File: src/rtl/mdm_pkg.sv
package mdm_pkg;

    // Order matches status bits 7..4 and change flags 3..0
    typedef struct packed {
        logic dcd;
        logic ri;
        logic dsr;
        logic cts;
    } mdm_lvl_t;

    // Order matches control bits 4..0
    typedef struct packed {
        logic loop_en;
        logic aux2;
        logic aux1;
        logic rts;
        logic dtr;
    } mdm_ctl_t;

    localparam int unsigned LVL_W = $bits(mdm_lvl_t);
    localparam int unsigned CTL_W = $bits(mdm_ctl_t);

    typedef struct packed {
        mdm_lvl_t         lvl;
        logic [LVL_W-1:0] dlt;
    } mdm_sts_t;

    localparam int unsigned STS_W = $bits(mdm_sts_t);

endpackage

File: src/rtl/mdm_sync.sv
module mdm_sync #(
    parameter int unsigned WIDTH  = 4,
    parameter int unsigned STAGES = 2
) (
    input  logic             clk,
    input  logic             rst_n,
    input  logic [WIDTH-1:0] din,
    output logic [WIDTH-1:0] dout
);

    logic [WIDTH-1:0] stg_d [STAGES];
    logic [WIDTH-1:0] stg_q [STAGES];

    always_comb begin
        stg_d[0] = din;
        for (int i = 1; i < int'(STAGES); i++) begin
            stg_d[i] = stg_q[i-1];
        end
    end

    generate
        for (genvar g = 0; g < int'(STAGES); g++) begin : g_stage
            always_ff @(posedge clk or negedge rst_n) begin
                if (!rst_n) stg_q[g] <= '0;
                else        stg_q[g] <= stg_d[g];
            end
        end
    endgenerate

    assign dout = stg_q[STAGES-1];

endmodule

File: src/rtl/mdm_ctl_reg.sv
module mdm_ctl_reg
    import mdm_pkg::*;
#(
    parameter int unsigned BUS_W = 8
) (
    input  logic             clk,
    input  logic             rst_n,
    input  logic             ctl_wr,
    input  logic [BUS_W-1:0] ctl_wdata,
    output logic [BUS_W-1:0] ctl_rdata,
    output mdm_ctl_t         ctl,
    input  logic             port_irq,
    output logic             host_irq,
    output logic             mdm_dtr,
    output logic             mdm_rts,
    output logic             mdm_aux1,
    output logic             mdm_aux2,
    input  logic             tx_ser,
    output logic             ser_txd,
    input  logic             ser_rxd,
    output logic             rx_ser
);

    localparam int unsigned PAD_W = BUS_W - CTL_W;

    mdm_ctl_t ctl_d, ctl_q;
    logic     unused_hi;

    assign unused_hi = ^ctl_wdata[BUS_W-1:CTL_W];

    always_comb begin
        ctl_d = ctl_q;
        if (ctl_wr) ctl_d = mdm_ctl_t'(ctl_wdata[CTL_W-1:0]);
    end

    always_ff @(posedge clk or negedge rst_n) begin
        if (!rst_n) ctl_q <= '0;
        else        ctl_q <= ctl_d;
    end

    assign ctl       = ctl_q;
    assign ctl_rdata = {{PAD_W{1'b0}}, ctl_q};
    assign host_irq  = port_irq & ctl_q.aux2;

    always_comb begin
        if (ctl_q.loop_en) begin
            mdm_dtr  = 1'b0;
            mdm_rts  = 1'b0;
            mdm_aux1 = 1'b0;
            mdm_aux2 = 1'b0;
            ser_txd  = 1'b1;
            rx_ser   = tx_ser;
        end else begin
            mdm_dtr  = ctl_q.dtr;
            mdm_rts  = ctl_q.rts;
            mdm_aux1 = ctl_q.aux1;
            mdm_aux2 = ctl_q.aux2;
            ser_txd  = tx_ser;
            rx_ser   = ser_rxd;
        end
    end


    wr_readback_chk: assert property (@(posedge clk) disable iff (!rst_n)
        ctl_wr |=> ctl_rdata[CTL_W-1:0] == $past(ctl_wdata[CTL_W-1:0]));


    hold_chk: assert property (@(posedge clk) disable iff (!rst_n)
        !ctl_wr |=> $stable(ctl_rdata));

endmodule

File: src/rtl/mdm_status.sv
module mdm_status
    import mdm_pkg::*;
(
    input  logic     clk,
    input  logic     rst_n,
    input  mdm_lvl_t pin_lvl,
    input  mdm_ctl_t ctl,
    input  logic     sts_rd,
    output mdm_sts_t sts,
    output logic     msc_req
);

    mdm_sts_t         st_d, st_q;
    mdm_lvl_t         sel;
    logic [LVL_W-1:0] chg;

    always_comb begin
        if (ctl.loop_en) begin
            sel.cts = ctl.rts;
            sel.dsr = ctl.dtr;
            sel.ri  = ctl.aux1;
            sel.dcd = ctl.aux2;
        end else begin
            sel = pin_lvl;
        end
        chg = {sel.dcd ^ st_q.lvl.dcd,
               st_q.lvl.ri & ~sel.ri,
               sel.dsr ^ st_q.lvl.dsr,
               sel.cts ^ st_q.lvl.cts};
        st_d.lvl = sel;
        st_d.dlt = (sts_rd ? '0 : st_q.dlt) | chg;
    end

    always_ff @(posedge clk or negedge rst_n) begin
        if (!rst_n) st_q <= '0;
        else        st_q <= st_d;
    end

    assign sts     = st_q;
    assign msc_req = |st_q.dlt;


    sticky_cts_chk: assert property (@(posedge clk) disable iff (!rst_n)
        st_q.dlt[0] && !sts_rd |=> st_q.dlt[0]);


    ri_trail_chk: assert property (@(posedge clk) disable iff (!rst_n)
        $rose(st_q.dlt[2]) |-> $fell(st_q.lvl.ri));


    rd_clear_chk: assert property (@(posedge clk) disable iff (!rst_n)
        sts_rd && (sel == st_q.lvl) |=> st_q.dlt == '0);


    loop_map_chk: assert property (@(posedge clk) disable iff (!rst_n)
        ctl.loop_en |=> (st_q.lvl.cts == $past(ctl.rts)) && (st_q.lvl.dsr == $past(ctl.dtr))
                     && (st_q.lvl.ri == $past(ctl.aux1)) && (st_q.lvl.dcd == $past(ctl.aux2)));

endmodule

File: src/rtl/modem_line_ctl.sv
module modem_line_ctl
    import mdm_pkg::*;
#(
    parameter int unsigned BUS_W       = 8,
    parameter int unsigned SYNC_STAGES = 2
) (
    input  logic             clk,
    input  logic             rst_n,
    input  logic             ctl_wr,
    input  logic [BUS_W-1:0] ctl_wdata,
    output logic [BUS_W-1:0] ctl_rdata,
    input  logic             sts_rd,
    output logic [BUS_W-1:0] sts_rdata,
    output logic             msc_req,
    input  logic             port_irq,
    output logic             host_irq,
    input  logic             mdm_cts,
    input  logic             mdm_dsr,
    input  logic             mdm_ri,
    input  logic             mdm_dcd,
    output logic             mdm_dtr,
    output logic             mdm_rts,
    output logic             mdm_aux1,
    output logic             mdm_aux2,
    input  logic             tx_ser,
    output logic             ser_txd,
    input  logic             ser_rxd,
    output logic             rx_ser
);

    localparam int unsigned STS_PAD = BUS_W - STS_W;

    mdm_ctl_t         ctl;
    mdm_sts_t         sts;
    logic [LVL_W-1:0] pin_raw, pin_syn;

    assign pin_raw = {mdm_dcd, mdm_ri, mdm_dsr, mdm_cts};

    mdm_sync #(.WIDTH(LVL_W), .STAGES(SYNC_STAGES)) u_sync (
        .clk  (clk),
        .rst_n(rst_n),
        .din  (pin_raw),
        .dout (pin_syn)
    );

    mdm_ctl_reg #(.BUS_W(BUS_W)) u_ctl (
        .clk      (clk),
        .rst_n    (rst_n),
        .ctl_wr   (ctl_wr),
        .ctl_wdata(ctl_wdata),
        .ctl_rdata(ctl_rdata),
        .ctl      (ctl),
        .port_irq (port_irq),
        .host_irq (host_irq),
        .mdm_dtr  (mdm_dtr),
        .mdm_rts  (mdm_rts),
        .mdm_aux1 (mdm_aux1),
        .mdm_aux2 (mdm_aux2),
        .tx_ser   (tx_ser),
        .ser_txd  (ser_txd),
        .ser_rxd  (ser_rxd),
        .rx_ser   (rx_ser)
    );

    mdm_status u_sts (
        .clk    (clk),
        .rst_n  (rst_n),
        .pin_lvl(mdm_lvl_t'(pin_syn)),
        .ctl    (ctl),
        .sts_rd (sts_rd),
        .sts    (sts),
        .msc_req(msc_req)
    );

    assign sts_rdata = {{STS_PAD{1'b0}}, sts};


    req_match_chk: assert property (@(posedge clk) disable iff (!rst_n)
        msc_req == (sts_rdata[LVL_W-1:0] != '0));


    loop_lines_chk: assert property (@(posedge clk) disable iff (!rst_n)
        ctl_rdata[4] |-> ser_txd && (rx_ser == tx_ser)
                         && !mdm_dtr && !mdm_rts && !mdm_aux1 && !mdm_aux2);


    irq_gate_chk: assert property (@(posedge clk) disable iff (!rst_n)
        host_irq |-> port_irq && ctl_rdata[3]);

endmodule

File: config.mk
export PLATFORM = sky130hd
export DESIGN_NAME = modem_line_ctl
export DESIGN_NICKNAME = d
export VERILOG_FILES = /design/src/rtl/mdm_pkg.sv /design/src/rtl/mdm_sync.sv /design/src/rtl/mdm_ctl_reg.sv /design/src/rtl/mdm_status.sv /design/src/rtl/modem_line_ctl.sv
export SDC_FILE = /design/constraint.sdc
export NUM_CORES = 1
export LEC_CHECK = 0
export BUFFER_PORTS_ARGS = -buffer_cell sky130_fd_sc_hd__buf_2
export CAP_MARGIN = 25
export CORE_MARGIN = 2
export CORE_UTILIZATION = 40
export CTS_CLUSTER_SIZE = 28
export DETAILED_ROUTE_END_ITERATION = 10
export HOLD_SLACK_MARGIN = 0.12
export PLACE_DENSITY = 0.7
export REMOVE_ABC_BUFFERS = 1
export SETUP_SLACK_MARGIN = 0.5
export SYNTH_ARGS = -nofsm -noshare
export SYNTH_HDL_FRONTEND = slang
export SYNTH_SLANG_ARGS = --single-unit
File: constraint.sdc
create_clock -name clk -period 1.45 [get_ports clk]
set_input_delay 0.29 -clock clk [delete_from_list [all_inputs] [get_ports clk]]
set_output_delay 0.29 -clock clk [all_outputs]
set_load 0.01 [all_outputs]
== Word-level counts from Yosys, hierarchy flattened ==
Index checks and enable logic that the tools add are counted.
Word-level totals
  logic and storage cells: 28
  bits in latches: 0
  memories kept: 0
  flip-flop bits (word level): 21
  memory bits (writable): 0
  bits of input ports: 19
  bits in read-only memories: 0
Cells by class
  div/mod/pow operators: 0
  $lt $le $gt $ge: 0
  reduce and logical (&&, ||, !) cells: 1
  bitwise gates (word level): 7
  add/subtract/negate cells: 0
  mux-type cells: 8
  shift-type cells: 0
  $mul: 0
  equal/unequal tests: 0
Operators with widths (count)
  4-bit 2-to-1 mux: 2
  1-bit 2-to-1 mux: 6
  4-bit OR: 1
  4-bit OR reduction: 1
  1-bit bitwise XOR: 3
  1-bit AND: 2
  1-bit NOT: 1

== Depth between registers and ports, before layout ==
Gate-level depths: netlist of run 1.
  depth after elaboration: 4
  mapped depth: 4

== Hierarchy ==
A second synthesis of run 1 with hierarchy kept.
Second synthesis, totals
  cells, all modules: 62
  area, all modules: 858.3 um^2
Modules (own cells, without submodules)
  mdm_status: area each 364.1 um^2, seq. area each 200.2 um^2, cells each 28, times used 1
  mdm_ctl_reg: area each 294.0 um^2, seq. area each 125.1 um^2, cells each 26, times used 1
  mdm_sync: area each 200.2 um^2, seq. area each 200.2 um^2, cells each 8, times used 1

== Least setup slack after synthesis of run 1 ==
No wires, ideal clock.
  path kind: register -> output
  start: reg u_sts.st_q (netlist bit u_sts.sts[0])
  end: out msc_req
  path slack: 0.184 ns
  data required time: 1.160 ns
  arrival: 0.976 ns
  cell stages (with the launch flop): 2
  cell sequence: dfrtp_1 or4_1
Between the ends
  longest elaborated chain between the ends: 1
RTL lines
  start: declaration: RTL line mdm_status.sv:13  | mdm_sts_t st_d, st_q;
  start signal: assignment: RTL line mdm_status.sv:36  | else st_q <= st_d;
  4-bit OR reduction: RTL line mdm_status.sv:40  | assign msc_req = |st_q.dlt;
  end: declaration: RTL line modem_line_ctl.sv:14  | output logic msc_req,
Every way passes these cells.

== Worst setup path in the final report of run 1 ==
Same ends and word-level chain as after synthesis.

==> insert_results.sql, run 1 <==
INSERT INTO impl_metrics (metric_group, metric, value, unit) VALUES
('status', 'run_status', 'finished with violations', ''),
('status', 'violations', 'negative setup slack', ''),
('global_route', 'largest_net_degree_at_the_start_of_global_routing', '22', ''),
('clocking', 'cts_tree', 'done', ''),
('global_route', 'first_global_vias', '526', ''),
('final_layout', 'utilization', '66.26', '%'),
('routing', 'first_iter_violations', '1', ''),
('pwr', 'ir_drop', '0.5374', 'mV'),
('critical_path', 'critical_path_peak_fanout', '3', ''),
('pwr', 'comb_pwr_share', '29.9', '%'),
('synthesis', 'most_area_consuming_cells_after_synthesis', 'sky130_fd_sc_hd__dfrtp_1 (63%), sky130_fd_sc_hd__mux2_2 (11%), sky130_fd_sc_hd__nor2b_1 (4.5%)', ''),
('floorplanning', 'std_cell_rows', '16', ''),
('job', 'max_cap_viol_count', '0', ''),
('timing', 'timing.final.crit_share', '111.8', '%'),
('synthesis', 'ys_seq_elements', '21', ''),
('synthesis', 'synth_area_leader_cell', 'sky130_fd_sc_hd__dfrtp_1', ''),
('routing', 'via_per_inst', '4.387', ''),
('synthesis', 'post-synth-top-area-fraction', '63.35', '%'),
('synthesis', 'synth_async_sr_flop_share', '100.0', '%'),
('synthesis', 'synth_most_common_cell', 'sky130_fd_sc_hd__dfrtp_1', ''),
('synthesis', 'synth_sequential_area_ratio', '63.35', '%'),
('pwr', 'cellPowerDensity', '1040', 'mW/mm²'),
('synthesis', 'synth.cell_area', '829.5', 'µm²'),
('floorplanning', 'die_width', '49.54', 'µm'),
('floorplanning', 'coreArea', '0.001962', 'mm²'),
('timing', 'timing.setup.tns', '-0.3475', 'ns'),
('timing', 'unrepaired_setup_endpoints_after_global_routing', 'true', ''),
('critical_path', 'setup.worst_path.end_class', 'output pin', ''),
('routing', 'drt-wirelength-per-cell', '10.91', 'µm'),
('place', 'rd_place_congestion', '0.6313', ''),
('critical_path', 'critical_path_arrival', '1.33', 'ns'),
('synthesis', 'ys_types', '16', ''),
('pwr', 'switching_share', '26.48', '%'),
('timing', 'fin_ws', '-0.1711', 'ns'),
('timing', 'report.final.setup_viol', '5', ''),
('routing', 'detail_route.drc_violations', '0', ''),
('clocking', 'h-tree-depth', '1', ''),
('final_layout', 'register_area', '526.8', 'µm²'),
('clocking', 'clock-root-buffer', 'sky130_fd_sc_hd__clkbuf_4', ''),
('floorplanning', 'top_level_ports', '43', ''),
('synthesis', 'yosys_most_used_dff', 'sky130_fd_sc_hd__dfrtp_1', ''),
('pwr', 'pwr-share-seq', '50.5', '%'),
('pwr', 'share_clk_of_total_power', '19.6', '%'),
('timing', 'report.final.hold_viol_count', '0', ''),
('synthesis', 'synth-edff-count', '0', ''),
('final_layout', 'syn_to_final_growth', '56.71', '%'),
('final_layout', 'nets', '135', ''),
('routing', 'drt-total-wl', '1549', 'µm'),
('final_layout', 'layout.filler_cells', '158', ''),
('pwr', 'total_switching_power', '0.0003580', 'W'),
('critical_path', 'element_type_at_the_critical_path_start', 'register', ''),
('timing', 'final.min_clock_period', '1.621', 'ns'),
('clocking', 'cts-buffers-inserted', '3', ''),
('routing', 'first_pass_iters', '2', ''),
('global_route', 'grt_overflow', '0', ''),
('min_path', 'hold_path_class', 'primary input to register', ''),
('floorplanning', 'initial_standard_cell_utilization_of_the_core', '42.28', '%'),
('floorplanning', 'design.die.area', '0.002454', 'mm²'),
('clocking', 'cts_buffer_depth', '2', ''),
('final_layout', 'total_inserted_antenna_cells', '0', ''),
('pwr', 'cellLeakagePower', '0.6426', 'nW'),
('clocking', 'worst_skew_pair.late_latency', '0.29', 'ns'),
('final_layout', 'multiInputGateArea', '301.5', 'µm²'),
('clocking', 'sink_count', '21', ''),
('timing', 'finalClockSkew', '0.002089', 'ns'),
('synthesis', 'synthesis.yosys.warnings', '0', ''),
('global_route', 'grt_first_pass_wirelength', '2366', 'µm'),
('synthesis', 'synthCells', '58', ''),
('critical_path', 'cp_required', '1.16', 'ns'),
('final_layout', 'final_layout_size_suffix_gt1_share', '63.48', '%'),
('critical_path', 'critical_path_class', 'register to output pin', '');
## critical path, cell delays in order (launching register included)
cell	delay [ns]
sky130_fd_sc_hd__dfrtp_1	0.40
sky130_fd_sc_hd__or4_1	0.49
sky130_fd_sc_hd__buf_2	0.15
## power groups by stage
| stage | Sequential, W | Clock, W | Combinational (W) |
|---|---|---|---|
| after floorplan | 0.000721 | 0 | 0.000115 |
| after global placement | 0.000699 | 0 | 0.000245 |
| after detailed placement | 0.000702 | 0 | 0.000250 |
| after CTS | 0.000683 | 0.000280 | 0.000360 |
| after global routing | 0.000692 | 0.000313 | 0.000431 |
| final | 0.000683 | 0.000265 | 0.000404 |
## flip-flops by register name, indices dropped and copies added, names as in the netlist
register,cells
u_sts.sts,8
u_sync.dout,4
u_sync.stg_d,4
u_ctl.ctl,5
## timing repair
action | 4_1_cts | 5_1_grt
gates resized for setup | 18 | 5
buffers inserted | 8 | 6
pin swaps | 3 | 3
cloned | 0 | 0
hold endpoints to repair | 25 | 0
endpoints found under the setup margin | 29 | 30
hold buffers | 5 | 0
## cells in the final DEF (no fill, tap or decap), types with 4 or more instances in the layout
master                          count
sky130_fd_sc_hd__buf_4              9
sky130_fd_sc_hd__mux2_2             5
sky130_fd_sc_hd__buf_2             28
sky130_fd_sc_hd__dlygate4sd3_1      5
sky130_fd_sc_hd__and2b_2            4
sky130_fd_sc_hd__nor2b_1            6
sky130_fd_sc_hd__mux2_4             5
sky130_fd_sc_hd__buf_6             13
sky130_fd_sc_hd__dfrtp_1           20
## layout make-up
type                            count  share of cell area [%]
Timing Repair Buffer               55                   31.09
Inverter                            2                  0.5775
Sequential cell                    21                   40.52
Clock buffer                        4                   2.021
Multi-Input combinational cell     33                   23.20
Tap cell                           27                   2.599
## cells by family after synthesis
family / Yosys count / share of synthesized area, %
muxes: 10 / 14.48
AOI/OAI and AO/OA: 4 / 2.564
other: 1 / 0.4521
DFF: 21 / 63.35
buffers and inverters: 6 / 4.977
and+or+nand+nor: 16 / 14.18
## path summary, 6_finish.rpt
path                                  from        endpoint  slack [ns]  cells after the start
max                           u_sts.sts[0]         msc_req       -0.17                      2
max in group asynchronous            rst_n    u_ctl.ctl[4]        0.66                      2
min reg2reg                u_sync.stg_d[0]  u_sync.dout[0]        0.36                      0
min in group asynchronous            rst_n    u_sts.sts[6]        0.47                      2
max reg2reg                   u_ctl.ctl[4]    u_sts.sts[1]        0.07                      5
min                           ctl_wdata[4]    u_ctl.ctl[4]        0.22                      2
## metal layers
layer	routed length (µm)	part of all wire, %	vias to the layer above	global-route usage (%)
met1	628	41	296	15.63
met2	810	52	21	21.56
li1	-	-	303	-
met5	0	0	-	0
met4	30	1.9	0	8.333
met3	79	5.1	3	3.030
## per-stage QoR
stage | setup WS (ns) | hold slack, ns | instances | cell area [µm²] | total power, W
floorplan | 0.1840 | -0.005591 | 56 | 803.3 | 0.0008355
global placement | 0.1018 | 0.2593 | 119 | 1017 | 0.0009437
detailed placement | 0.1039 | 0.2587 | 119 | 1017 | 0.0009519
CTS | -0.1932 | 0.2081 | 136 | 1231 | 0.001323
global route | -0.2258 | 0.1957 | 142 | 1300 | 0.001436
finish | -0.1711 | 0.2156 | 142 | 1300 | 0.001352
Power figures use the tool's default switching activity.
==> inputs of run 2 (changes only) <==
Settings changed: CELL_PAD_IN_SITES_DETAIL_PLACEMENT from default to 1, CELL_PAD_IN_SITES_GLOBAL_PLACEMENT from default to 1, CORE_UTILIZATION 40 to 33, PLACE_DENSITY 0.7 to 0.75.
==> run 2 against run 1 <==
The run still ends with negative setup slack left. Clock skew up 0.0027 ns. Wire length is 48% higher. Sequential cell count unchanged. Design area rose by 7.8%. Critical path depth is the same. Via count up 5.6%. Total power grew 7.4%. Non-clock buffer count rose by 4. Worst setup slack got worse by 0.026 ns.
==> insert_results.sql, run 2 (synthesis gave the netlist of run 1 again) <==
INSERT INTO impl_metrics (metric_group, metric, value, unit) VALUES
('routing', 'drt.antenna.violating_nets', '0', ''),
('critical_path', 'timing.reg2reg.setup_slack', '0.06', 'ns'),
('final_layout', 'max_ffs_per_register', '8', ''),
('floorplanning', 'std_cell_rows', '18', ''),
('pwr', 'ir_drop', '0.6494', 'mV'),
('timing', 'hold-worst-slack', '0.2246', 'ns'),
('floorplanning', 'die_height', '54.14', 'µm'),
('critical_path', 'setup.worst_path.end_class', 'output pin', ''),
('min_path', 'hold_path_startpoint', 'ctl_wdata[2]', ''),
('timing', 'fin_ws', '-0.1975', 'ns'),
('clocking', 'cts_tree', 'done', ''),
('final_layout', 'most_common_cell_after_layout_fill_and_taps_aside', 'sky130_fd_sc_hd__buf_2', ''),
('clocking', 'worst_skew_pair.late_latency', '0.30', 'ns'),
('final_layout', 'total_inserted_antenna_cells', '0', ''),
('global_route', 'grt_first_pass_wirelength', '2967', 'µm'),
('timing', 'unrepaired_setup_endpoints_after_global_routing', 'true', ''),
('clocking', 'sink_count', '21', ''),
('status', 'run_status', 'finished with violations', ''),
('critical_path', 'cp_required', '1.16', 'ns'),
('floorplanning', 'top_level_ports', '43', ''),
('min_path', 'hold_path_class', 'primary input to register', ''),
('final_layout', 'final_layout_size_suffix_gt1_share', '66.39', '%'),
('clocking', 'cts-buffers-inserted', '3', ''),
('pwr', 'cellLeakagePower', '0.6894', 'nW'),
('routing', 'first_iter_violations', '0', ''),
('routing', 'drt-total-wl', '2296', 'µm'),
('critical_path', 'terminus_of_the_critical_flop_to_flop_path', 'u_sts.sts[3]', ''),
('global_route', 'gr-usage-met2', '26.10', '%'),
('final_layout', 'postLayoutCellArea', '0.001401', 'mm²'),
('timing', 'report.final.hold_viol_count', '0', ''),
('global_route', 'grt_overflow', '0', ''),
('timing', 'number_of_slew_limit_violations_in_the_final_report', '0', ''),
('status', 'violations', 'negative setup slack', ''),
('place', 'detailedPlacementHpwl', '1201', 'µm'),
('global_route', 'grt_use_total', '14.30', '%'),
('place', 'pre_cts_ws', '0.1162', 'ns'),
('critical_path', 'cells_on_worst_reg2reg_path', '5', ''),
('routing', 'drt-wirelength-per-cell', '15.41', 'µm'),
('routing', 'route.vias.total', '658', ''),
('critical_path', 'element_type_at_the_critical_path_start', 'register', ''),
('global_route', 'first_global_vias', '661', ''),
('timing', 'final.min_clock_period', '1.647', 'ns'),
('final_layout', 'layout_common_cells', 'sky130_fd_sc_hd__buf_2 (26), sky130_fd_sc_hd__dfrtp_1 (20), sky130_fd_sc_hd__buf_6 (19), sky130_fd_sc_hd__buf_4 (8), sky130_fd_sc_hd__mux2_4 (7)', ''),
('final_layout', 'layoutNonFillerInstCount', '149', ''),
('routing', 'detail_route.drc_violations', '0', ''),
('global_route', 'largest_net_degree_at_the_start_of_global_routing', '22', ''),
('final_layout', 'layout.filler_cells', '257', ''),
('floorplanning', 'die_width', '54.14', 'µm'),
('critical_path', 'critical_path_peak_fanout', '3', ''),
('routing', 'via_per_inst', '4.416', ''),
('min_path', 'worstHoldEndpoint', 'u_ctl.ctl[2]', ''),
('timing', 'finalClockSkew', '0.004814', 'ns'),
('timing', 'max_frequency', '607.0', 'MHz'),
('min_path', 'worst_hold_path.num_cells', '2', ''),
('floorplanning', 'design.die.area', '0.002931', 'mm²'),
('floorplanning', 'initial_standard_cell_utilization_of_the_core', '34.10', '%'),
('routing', 'first_pass_iters', '1', ''),
('global_route', 'grt.met1_usage', '16.40', '%'),
('place', 'rd_place_congestion', '0.6622', ''),
('timing', 'timing.final.crit_share', '113.6', '%'),
('global_route', 'top_usage_layer', 'met2', ''),
('critical_path', 'timing.rr.start', 'u_ctl.ctl[4]', ''),
('critical_path', 'critical_path_arrival', '1.36', 'ns'),
('job', 'max_cap_viol_count', '0', ''),
('final_layout', 'syn_to_final_growth', '68.93', '%'),
('clocking', 'clkSlewWorstSetupHoldPaths', '0.11', 'ns'),
('global_route', 'grt.met3_usage', '2.778', '%'),
('clocking', 'cts_buffer_depth', '2', ''),
('place', 'port-buffer-count', '36', ''),
('global_route', 'antenna_violations_before_repair', '0', ''),
('final_layout', 'utilization', '57.61', '%'),
('final_layout', 'nets', '139', ''),
('place', 'place.detailed.instances', '123', ''),
('clocking', 'clock-root-buffer', 'sky130_fd_sc_hd__clkbuf_4', ''),
('critical_path', 'critical_path_class', 'register to output pin', ''),
('clocking', 'h-tree-depth', '1', ''),
('floorplanning', 'coreArea', '0.002432', 'mm²'),
('place', 'post_dp_cell_area', '0.001028', 'mm²'),
('timing', 'report.final.setup_viol', '6', ''),
('pwr', 'cellPowerDensity', '1036', 'mW/mm²');
-- run 2: cell types whose count changed in the layout (fill, tap and decap cells not counted) --
| cell | change |
|---|---|
| sky130_fd_sc_hd__a21oi_1 | -2 |
| sky130_fd_sc_hd__buf_4 | -1 |
| sky130_fd_sc_hd__buf_2 | -2 |
| sky130_fd_sc_hd__buf_12 | +1 |
| sky130_fd_sc_hd__mux2_4 | +2 |
| sky130_fd_sc_hd__nor3_4 | +2 |
| sky130_fd_sc_hd__a21oi_2 | +2 |
| sky130_fd_sc_hd__mux2_2 | -2 |
| sky130_fd_sc_hd__buf_6 | +6 |
| sky130_fd_sc_hd__nor3_2 | -2 |
-- run 2: metrics by stage --
stage	power (W)	TNS (ns)
after floorplan	0.0008355	0
after global placement	0.0009510	0
after detailed placement	0.0009641	0
after CTS	0.001337	-0.4959
after global routing	0.001536	-0.8465
final	0.001452	-0.5118
-- run 2: layout make-up --
class	count	area [µm²]	share of cell area, %
clock buffers	4	26.28	1.875
inverters	2	7.507	0.5357
multi-input cells	33	329.1	23.48
flip-flops and latches	21	526.8	37.59
well taps	30	37.54	2.679
repair buffers	59	474.2	33.84
-- run 2: where the power goes --
group | internal [W] | switching [W] | total, W
Clock | 0.000107 | 0.000175 | 0.000282
Combinational | 0.000283 | 0.000196 | 0.000480
Sequential | 0.000646 | 0.0000448 | 0.000691
Total | 0.00104 | 0.000416 | 0.00145
-- run 2: per-layer routing --
| metal | routed length [µm] | part of all wire [%] |
|---|---|---|
| met1 | 846 | 37 |
| met2 | 1361 | 59 |
| met3 | 87 | 3.8 |
| met4 | 0 | 0 |
| met5 | 0 | 0 |
-- run 2: how the worst max path moves through the flow --
stage | start | depth (start not counted) | endpoint
floorplan | u_sts.sts[0] | 1 | msc_req
global placement | u_ctl.ctl[4] | 3 | mdm_aux1
detailed placement | u_ctl.ctl[4] | 4 | u_sts.sts[1]
CTS | u_sts.sts[0] | 2 | msc_req
global route | u_sts.sts[2] | 2 | msc_req
finish | u_sts.sts[2] | 2 | msc_req
-- run 2: critical path: stages (launching register included) --
cell	delay, ns
sky130_fd_sc_hd__dfrtp_1	0.41
sky130_fd_sc_hd__or4_1	0.51
sky130_fd_sc_hd__buf_2	0.15
-- run 2: repair_timing --
action | CTS | global route
endpoints found under the setup margin | 29 | 30
setup buffers | 7 | 10
pin swaps | 2 | 2
gates cloned | 0 | 0
endpoints found under the hold margin | 25 | 0
hold buffers | 5 | 0
resized for setup | 16 | 17
